**src/rtl/xrs_pkg.sv**
```systemverilog
// Package: shared constants and types for the XOR-recurrence byte stream
// generator. Assumes a fixed 8-bit element and a four-element window.
package xrs_pkg;
    parameter int XRS_W     = 8;
    parameter int XRS_DEPTH = 4;
    localparam int XRS_IDX_W = $clog2(XRS_DEPTH);

    typedef logic [XRS_W-1:0] xrs_elem_t;

    // Seed, element 0 first.
    localparam logic [XRS_DEPTH-1:0][XRS_W-1:0] XRS_SEED =
        {8'hCA, 8'h65, 8'hE2, 8'h3F};

    // Window slot k holds element (current + k). The next element is the
    // current element plus four; its sources are slots 0, 1 and 3.
    localparam logic [XRS_DEPTH-1:0] XRS_TAP_MASK = 4'b1011;
endpackage

```
**src/rtl/xrs_tap_xor.sv**
```systemverilog
// Module: xrs_tap_xor
// XOR-reduces the window slots selected by TAP_MASK into one element.
// Purely combinational; assumes at least one tap bit is set.
module xrs_tap_xor #(
    parameter int W     = 8,
    parameter int DEPTH = 4,
    parameter logic [DEPTH-1:0] TAP_MASK = 4'b1011
) (
    input  logic [DEPTH-1:0][W-1:0] window,
    output logic [W-1:0]            next_elem
);
    logic [DEPTH:0][W-1:0] partial;

    assign partial[0] = '0;

    // One stage per slot: fold the slot in when its tap bit is set.
    for (genvar k = 0; k < DEPTH; k++) begin : g_tap
        if (TAP_MASK[k]) begin : g_on
            assign partial[k+1] = partial[k] ^ window[k];
        end else begin : g_off
            assign partial[k+1] = partial[k];
        end
    end

    assign next_elem = partial[DEPTH];
endmodule

```
**src/rtl/xrs_window.sv**
```systemverilog
// Module: xrs_window
// Holds the current element and the DEPTH-1 elements after it. On step it
// shifts toward slot 0 and loads next_elem into the last slot. A synchronous
// active-low reset reloads SEED. Assumes next_elem is derived from window.
module xrs_window #(
    parameter int W     = 8,
    parameter int DEPTH = 4,
    parameter logic [DEPTH-1:0][W-1:0] SEED = '0
) (
    input  logic                    clk,
    input  logic                    rst_n,
    input  logic                    step,
    input  logic [W-1:0]            next_elem,
    output logic [DEPTH-1:0][W-1:0] window
);
    for (genvar k = 0; k < DEPTH; k++) begin : g_slot
        if (k == DEPTH - 1) begin : g_last
            // Last slot: reload seed on reset, take the new element on step.
            always_ff @(posedge clk) begin
                if (!rst_n)    window[k] <= SEED[k];
                else if (step) window[k] <= next_elem;
            end
        end else begin : g_mid
            // Inner slot: reload seed on reset, take the next slot on step.
            always_ff @(posedge clk) begin
                if (!rst_n)    window[k] <= SEED[k];
                else if (step) window[k] <= window[k+1];
            end
        end
    end

    // with no step, slot 0 must not move.
    a_r5_hold_without_step: assert property (@(posedge clk) disable iff (!rst_n)
        !step |=> $stable(window[0]));
    // on a step, slot 0 takes the value that slot 1 had.
    a_r4_shift_on_step: assert property (@(posedge clk) disable iff (!rst_n)
        step |=> window[0] == $past(window[1]));
endmodule

```
**src/rtl/xrs_byte_gen.sv**
```systemverilog
// Module: xrs_byte_gen (top)
// Endless byte stream: a four-byte seed, then each byte is the XOR of the
// bytes one, three and four positions back. The output uses valid/ready and
// advances one element per accepted transfer. Synchronous active-low reset.
// Assumes the consumer follows valid/ready; valid never drops outside reset.
module xrs_byte_gen
    import xrs_pkg::*;
(
    input  logic             clk,
    input  logic             rst_n,
    output logic             out_valid,
    input  logic             out_ready,
    output logic [XRS_W-1:0] out_data
);
    logic [XRS_DEPTH-1:0][XRS_W-1:0] window;
    logic [XRS_W-1:0]                next_elem;
    logic                            valid_q;
    logic                            fire;

    assign fire      = valid_q && out_ready;
    assign out_valid = valid_q;
    assign out_data  = window[0];

    // Output valid: cleared in reset, set at the first edge out of reset.
    always_ff @(posedge clk) begin
        if (!rst_n) valid_q <= 1'b0;
        else        valid_q <= 1'b1;
    end

    xrs_window #(
        .W(XRS_W), .DEPTH(XRS_DEPTH), .SEED(XRS_SEED)
    ) u_window (
        .clk(clk), .rst_n(rst_n), .step(fire),
        .next_elem(next_elem), .window(window)
    );

    xrs_tap_xor #(
        .W(XRS_W), .DEPTH(XRS_DEPTH), .TAP_MASK(XRS_TAP_MASK)
    ) u_taps (
        .window(window), .next_elem(next_elem)
    );

    // ---------------- assertion support: history of emitted bytes ----------
    logic [XRS_DEPTH-1:0][XRS_W-1:0] seen;
    logic [XRS_IDX_W:0]              seen_cnt;

    // Record each transferred byte, newest in slot 0; count up to DEPTH.
    always_ff @(posedge clk) begin
        if (!rst_n) begin
            seen     <= '0;
            seen_cnt <= '0;
        end else if (fire) begin
            seen <= {seen[XRS_DEPTH-2:0], out_data};
            if (seen_cnt != (XRS_IDX_W+1)'(XRS_DEPTH)) seen_cnt <= seen_cnt + 1'b1;
        end
    end

    // the first byte after reset is the seed head.
    a_r1_seed_first: assert property (@(posedge clk) disable iff (!rst_n)
        $rose(valid_q) |-> out_data == 8'h3F);
    // the second to fourth bytes follow the seed.
    a_r1_seed_rest: assert property (@(posedge clk) disable iff (!rst_n)
        valid_q && seen_cnt < 3'd4 && seen_cnt > 3'd0 |->
            out_data == XRS_SEED[seen_cnt[1:0]]);
    // once four bytes are known, the current byte obeys the recurrence.
    a_r2_recurrence: assert property (@(posedge clk) disable iff (!rst_n)
        valid_q && seen_cnt == 3'd4 |-> out_data == (seen[0] ^ seen[2] ^ seen[3]));
    // once valid, stays valid until reset.
    a_r3_valid_sticky: assert property (@(posedge clk) disable iff (!rst_n)
        valid_q |=> valid_q);
    // a stalled byte holds.
    a_r5_stall_stable: assert property (@(posedge clk) disable iff (!rst_n)
        valid_q && !out_ready |=> $stable(out_data));
endmodule

```
**config.mk**
```make
export PLATFORM = sky130hd
export DESIGN_NAME = xrs_byte_gen
export DESIGN_NICKNAME = d
export VERILOG_FILES = /design/src/rtl/xrs_pkg.sv /design/src/rtl/xrs_tap_xor.sv /design/src/rtl/xrs_window.sv /design/src/rtl/xrs_byte_gen.sv
export SDC_FILE = /design/constraint.sdc
export NUM_CORES = 1
export LEC_CHECK = 0
export ABC_AREA = 1
export BUFFER_PORTS_ARGS = -buffer_cell sky130_fd_sc_hd__buf_4
export CAP_MARGIN = 20
export CORE_ASPECT_RATIO = 2
export CORE_MARGIN = 1
export CORE_UTILIZATION = 40
export DETAILED_ROUTE_END_ITERATION = 10
export PLACE_DENSITY = 0.58
export SETUP_SLACK_MARGIN = 0.02
export SLEW_MARGIN = 10
export SYNTH_ARGS = -nofsm -noshare
export SYNTH_HDL_FRONTEND = slang
export SYNTH_SLANG_ARGS = --single-unit
```
**constraint.sdc**
```tcl
create_clock -name clk -period 1.08 [get_ports clk]
set_clock_uncertainty 0.05 [all_clocks]
set_input_delay 0.162 -clock clk [delete_from_list [all_inputs] [get_ports clk]]
set_output_delay 0.162 -clock clk [all_outputs]
set_load 0.01 [all_outputs]
```
Word-level counts from Yosys, hierarchy flattened --
Cells that the tools add are included.
Cells by class: magnitude comparators 0, eq/ne operators 0, add/sub/neg operators 0, bitwise logic cells 2, divide/modulo/power cells 0, shifts and indexed selects 0, multiplexer cells 1, multiply operators 0, reduce and logical (&&, ||, !) cells 1
Operators with widths (number):
- $xor A8 B8 Y8 | 2
- $logic_and A1 B1 Y1 | 1
- $mux W1 | 1
Word-level totals: flip-flop bits (word level) 33, latch bits 0, memory bits (writable) 0, input port bits 3, memory bits (read-only) 0, word-level logic and storage cells 9, memories kept 0, output and inout port bits 9

Depth between registers and ports, before layout --
depth after elaboration 2, gate-level depth with buffers 6, mapped depth without buffers 6

By module --
From an unflattened synthesis, not the netlist that was laid out.
Second synthesis, totals: cell total of the unflattened synthesis 241, area total of the unflattened synthesis 1512.7 um2
By module, submodules not included:
- xrs_window | times used 1, cells an instance 166, sequential area each 640.6 um2, area each 1204.9 um2
- xrs_tap_xor | times used 1, cells an instance 72, sequential area each 0.0 um2, area each 280.3 um2
- xrs_byte_gen | times used 1, cells an instance 3, sequential area each 20.0 um2, area each 27.5 um2

Worst setup path after synthesis --
OpenSTA, ideal clock, no wires.
path type register -> register, start point reg valid_q (netlist: out_valid), end point reg u_window.window[30] in the netlist's numbering, data required time 896 ps, stages on the path, launching flop included 7, data arrival time 851 ps, library setup time 134 ps, setup slack 46 ps, path buffers 1, clock period less this slack 1034 ps, path through dfxtp_1 > nand2_4 > inv_6 > buf_12 > nand2_1 > nand2_1 > nand3_1
On the way: longest elaborated chain between the ends 1
RTL lines:
- start: declaration | RTL line xrs_byte_gen.sv:17 | logic valid_q;
- start signal: assignment | RTL line xrs_byte_gen.sv:26 | if (!rst_n) valid_q <= 1'b0;
- start signal: assignment | RTL line xrs_byte_gen.sv:27 | else valid_q <= 1'b1;
- $logic_and A1 B1 Y1 | RTL line xrs_byte_gen.sv:20 | assign fire = valid_q && out_ready;
- end signal: indexed assignment | RTL line xrs_window.sv:20 | if (!rst_n) window[k] <= SEED[k];
- end signal: indexed assignment | RTL line xrs_window.sv:21 | else if (step) window[k] <= next_elem;
- end: declaration | RTL line xrs_window.sv:14 | output logic [DEPTH-1:0][W-1:0] window
No other way between the ends. A chain may end at the register's enable or synchronous reset.

Worst setup path after layout --
start point reg u_window.window[6] in the netlist's numbering, end point out out_data[6]
RTL lines:
- start signal: indexed assignment | RTL line xrs_window.sv:26 | if (!rst_n) window[k] <= SEED[k];
- start signal: indexed assignment | RTL line xrs_window.sv:27 | else if (step) window[k] <= window[k+1];
- end: declaration | RTL line xrs_byte_gen.sv:13 | output logic [XRS_W-1:0] out_data
No word-level cell between the ends.

==> metrics.txt <==
Worst Path Required=0.87 ns; Final Max Tran Viols=0; Core Rows=29; crit path capture type=output port; Highest Clock Rate=984 MHz; Final Wtd Congestion=0.728; Hold Path Class=in2reg; largest cells by area after synthesis=dfxtp_1 (48%), nand2_1 (12%), nor2_1 (7.1%), nand3_1 (6.2%), buf_4 (4.9%); Worst-Skew Late Latency=0.28 ns; final wirelength=2.44 mm; Die Footprint=3700 um2; Setup Viol. Count Final=0; die height=85.0 um; number of distinct library cells after synthesis=20; vias in the first global route=992; Synth Warn #=0; hold path cells=1; Num CTS Buffers=5; CP max FO=4; post-synthesis register bit count=33; Die Width=43.5 um; commonest non-fill, non-tap cell in the layout=nand2_1; CTS tree=yes; Yosys top cell by area=dfxtp_1; Hold Path Origin=rst_n; effective utilization at floorplan=0.427; Yosys top cell area share=0.480; synthesized netlist cell count=177; CP top delay family=flip-flops; FILL cells=313; most frequent cells in the layout=nand2_1 (43), dfxtp_1 (31), nor2_1 (26); Root Buffer=clkbuf_8; P_sw=0.655 mW; layout cell share with drive strength beyond 1=0.173; syn nets=180; failing checks=DRC; Setup TNS=0 ns; crit start category=register; slowest CP cell=dfxtp_1; initial antenna violation count=0; Residual DRC=4; CTS clock-pin slew for the worst setup and hold paths=0.06 ns; post-layout minimum cycle time=1.02 ns; worst flop-to-flop path startpoint=out_valid; Final ANT Viol Nets=0; Worst Path Buf+Inv=1; Synth Area in Simple Gates=0.293; Least-Margin Pin Slew=0.315 ns; Seq pwr share=0.527; area delta synth->final=11.0%; cell internal pwr=1.93 mW; Core ar.=3230 um2; XOR/XNOR Fraction of Synth Area=0; DR pass1 iterations=7; CTS sink cnt=33; crit path cell chain=buf_4; Total GRT Usage=0.149; pre-CTS setup slack=-0.0286 ns; PD cells=1690 nW/um2; Peak VDD IR=0.987 mV; main combinational cell family by area after synthesis=simple AND/OR/NAND/NOR gates; Clock Tree Buf Depth=2; Final period util=0.941; Nets=188; area of the multi-input gates=557 um2; Vias=1110; number of DRC markers in iteration 0=42; CP max stage delay=0.38 ns; Final WS setup=0.0641 ns; status=finished with violations; largest net degree at the start of global routing=34; Synth Cell Area=1380 um2; total gr overflow=0; worst hold slack=0.131 ns; detailed placement HPWL=1.59 mm; register area=666 um2; syn avg cell area=7.78 um2; RSZ-0062 raised after global routing=yes; r2r worst-path depth=4; Critical R2R Capture=u_window.window[22]; leak pwr=0.716 nW; sw frac=0.253; first-pass GRT wire length=4.12 mm; PortBufs=11; Synth Area in Compound Gates=0.0999; Comb pwr share=0.113; I/O pin count=12; CP Class=reg2out; Via density=5.14; sequential share of the synthesized area=0.480; Synth Area in Adders=0; Max Cap Viol=0; R2R setup slack=0.09 ns; Antenna Cells=0; mux contribution to synthesized area=0; wire length per cell=11.3 um; Rel. slew slack=0.790; Critical Path AT=0.80 ns; final hold vios=0; hold path endpoint=out_valid; Clock power frac=0.359; CTS HTree Levels=2
-- synth_stat cells --
cell type and number:
a21oi_2 1, buf_12 1, inv_1 10, buf_2 3, a21oi_1 8, buf_1 1, buf_6 2, inv_6 1
o211ai_1 4, nand3_1 17, nor2_1 26, buf_4 9, nand2_1 43, nand3_2 3, o21ai_1 1, o21ai_0 9
o21ai_2 1, dfxtp_1 33, nand2_4 1, nand4_1 3
-- per-stage QoR --
stage | power [mW] | area (um2) | util | instances
final | 2.59 | 1530 | 0.473 | 216
after CTS | 2.62 | 1520 | 0.470 | 216
after floorplan | 1.62 | 1380 | - | 177
after global placement | 1.66 | 1410 | 0.437 | 207
after detailed placement | 1.67 | 1410 | 0.437 | 207
after global routing | 2.71 | 1530 | 0.473 | 216
-- state kept, by name, indices dropped and copies added (netlist names) --
signal and cells:
u_window.window 32, out_valid 1
-- per-layer routing --
layer	wire (um)	vias up	GRT usage
li1	-	581	-
met1	1040	498	0.159
met2	1230	24	0.238
met3	92	7	0.0340
met4	85	0	0.125
met5	0	-	0
-- layout make-up --
cell class / instances / share of cell area
Sequential cell: 33 / 0.435
Multi-Input combinational cell: 118 / 0.364
Timing Repair Buffer: 16 / 0.0867
Inverter: 11 / 0.0319
Tap cell: 31 / 0.0254
Clock buffer: 7 / 0.0565
-- logic make-up after synthesis --
family	count (synthesis)
AOI/OAI and AO/OA	24
buffers and inverters	27
and+or+nand+nor	93
DFF	33
-- what timing repair did --
action                                  CTS  global route
endpoints found under the setup margin   17            16
cloned                                    1             0
hold buffers                              0             0
resized for setup                         3             3
pin swaps                                 1             0
setup buffers                             1             0
-- power groups by stage --
stage / registers, mW / clock network [mW] / logic [mW]
after floorplan: 1.38 / 0 / 0.244
after global placement: 1.39 / 0 / 0.276
after detailed placement: 1.39 / 0 / 0.284
after CTS: 1.36 / 0.967 / 0.293
after global routing: 1.37 / 1.00 / 0.332
final: 1.36 / 0.929 / 0.293
-- how the worst max path moves through the flow --
stage,to,start,cells past startpoint,slack [ns]
2_1_floorplan,u_window.window[30],out_valid,6,0.05
3_3_place_gp,u_window.window[20],out_valid,4,-0.007
3_5_place_dp,u_window.window[20],out_valid,4,-0.03
4_1_cts,out_data[0],u_window.window[0],1,0.02
5_1_grt,u_window.window[30],out_valid,5,0.01
6_report,out_data[6],u_window.window[6],1,0.06
Power figures use the tool's default switching activity.
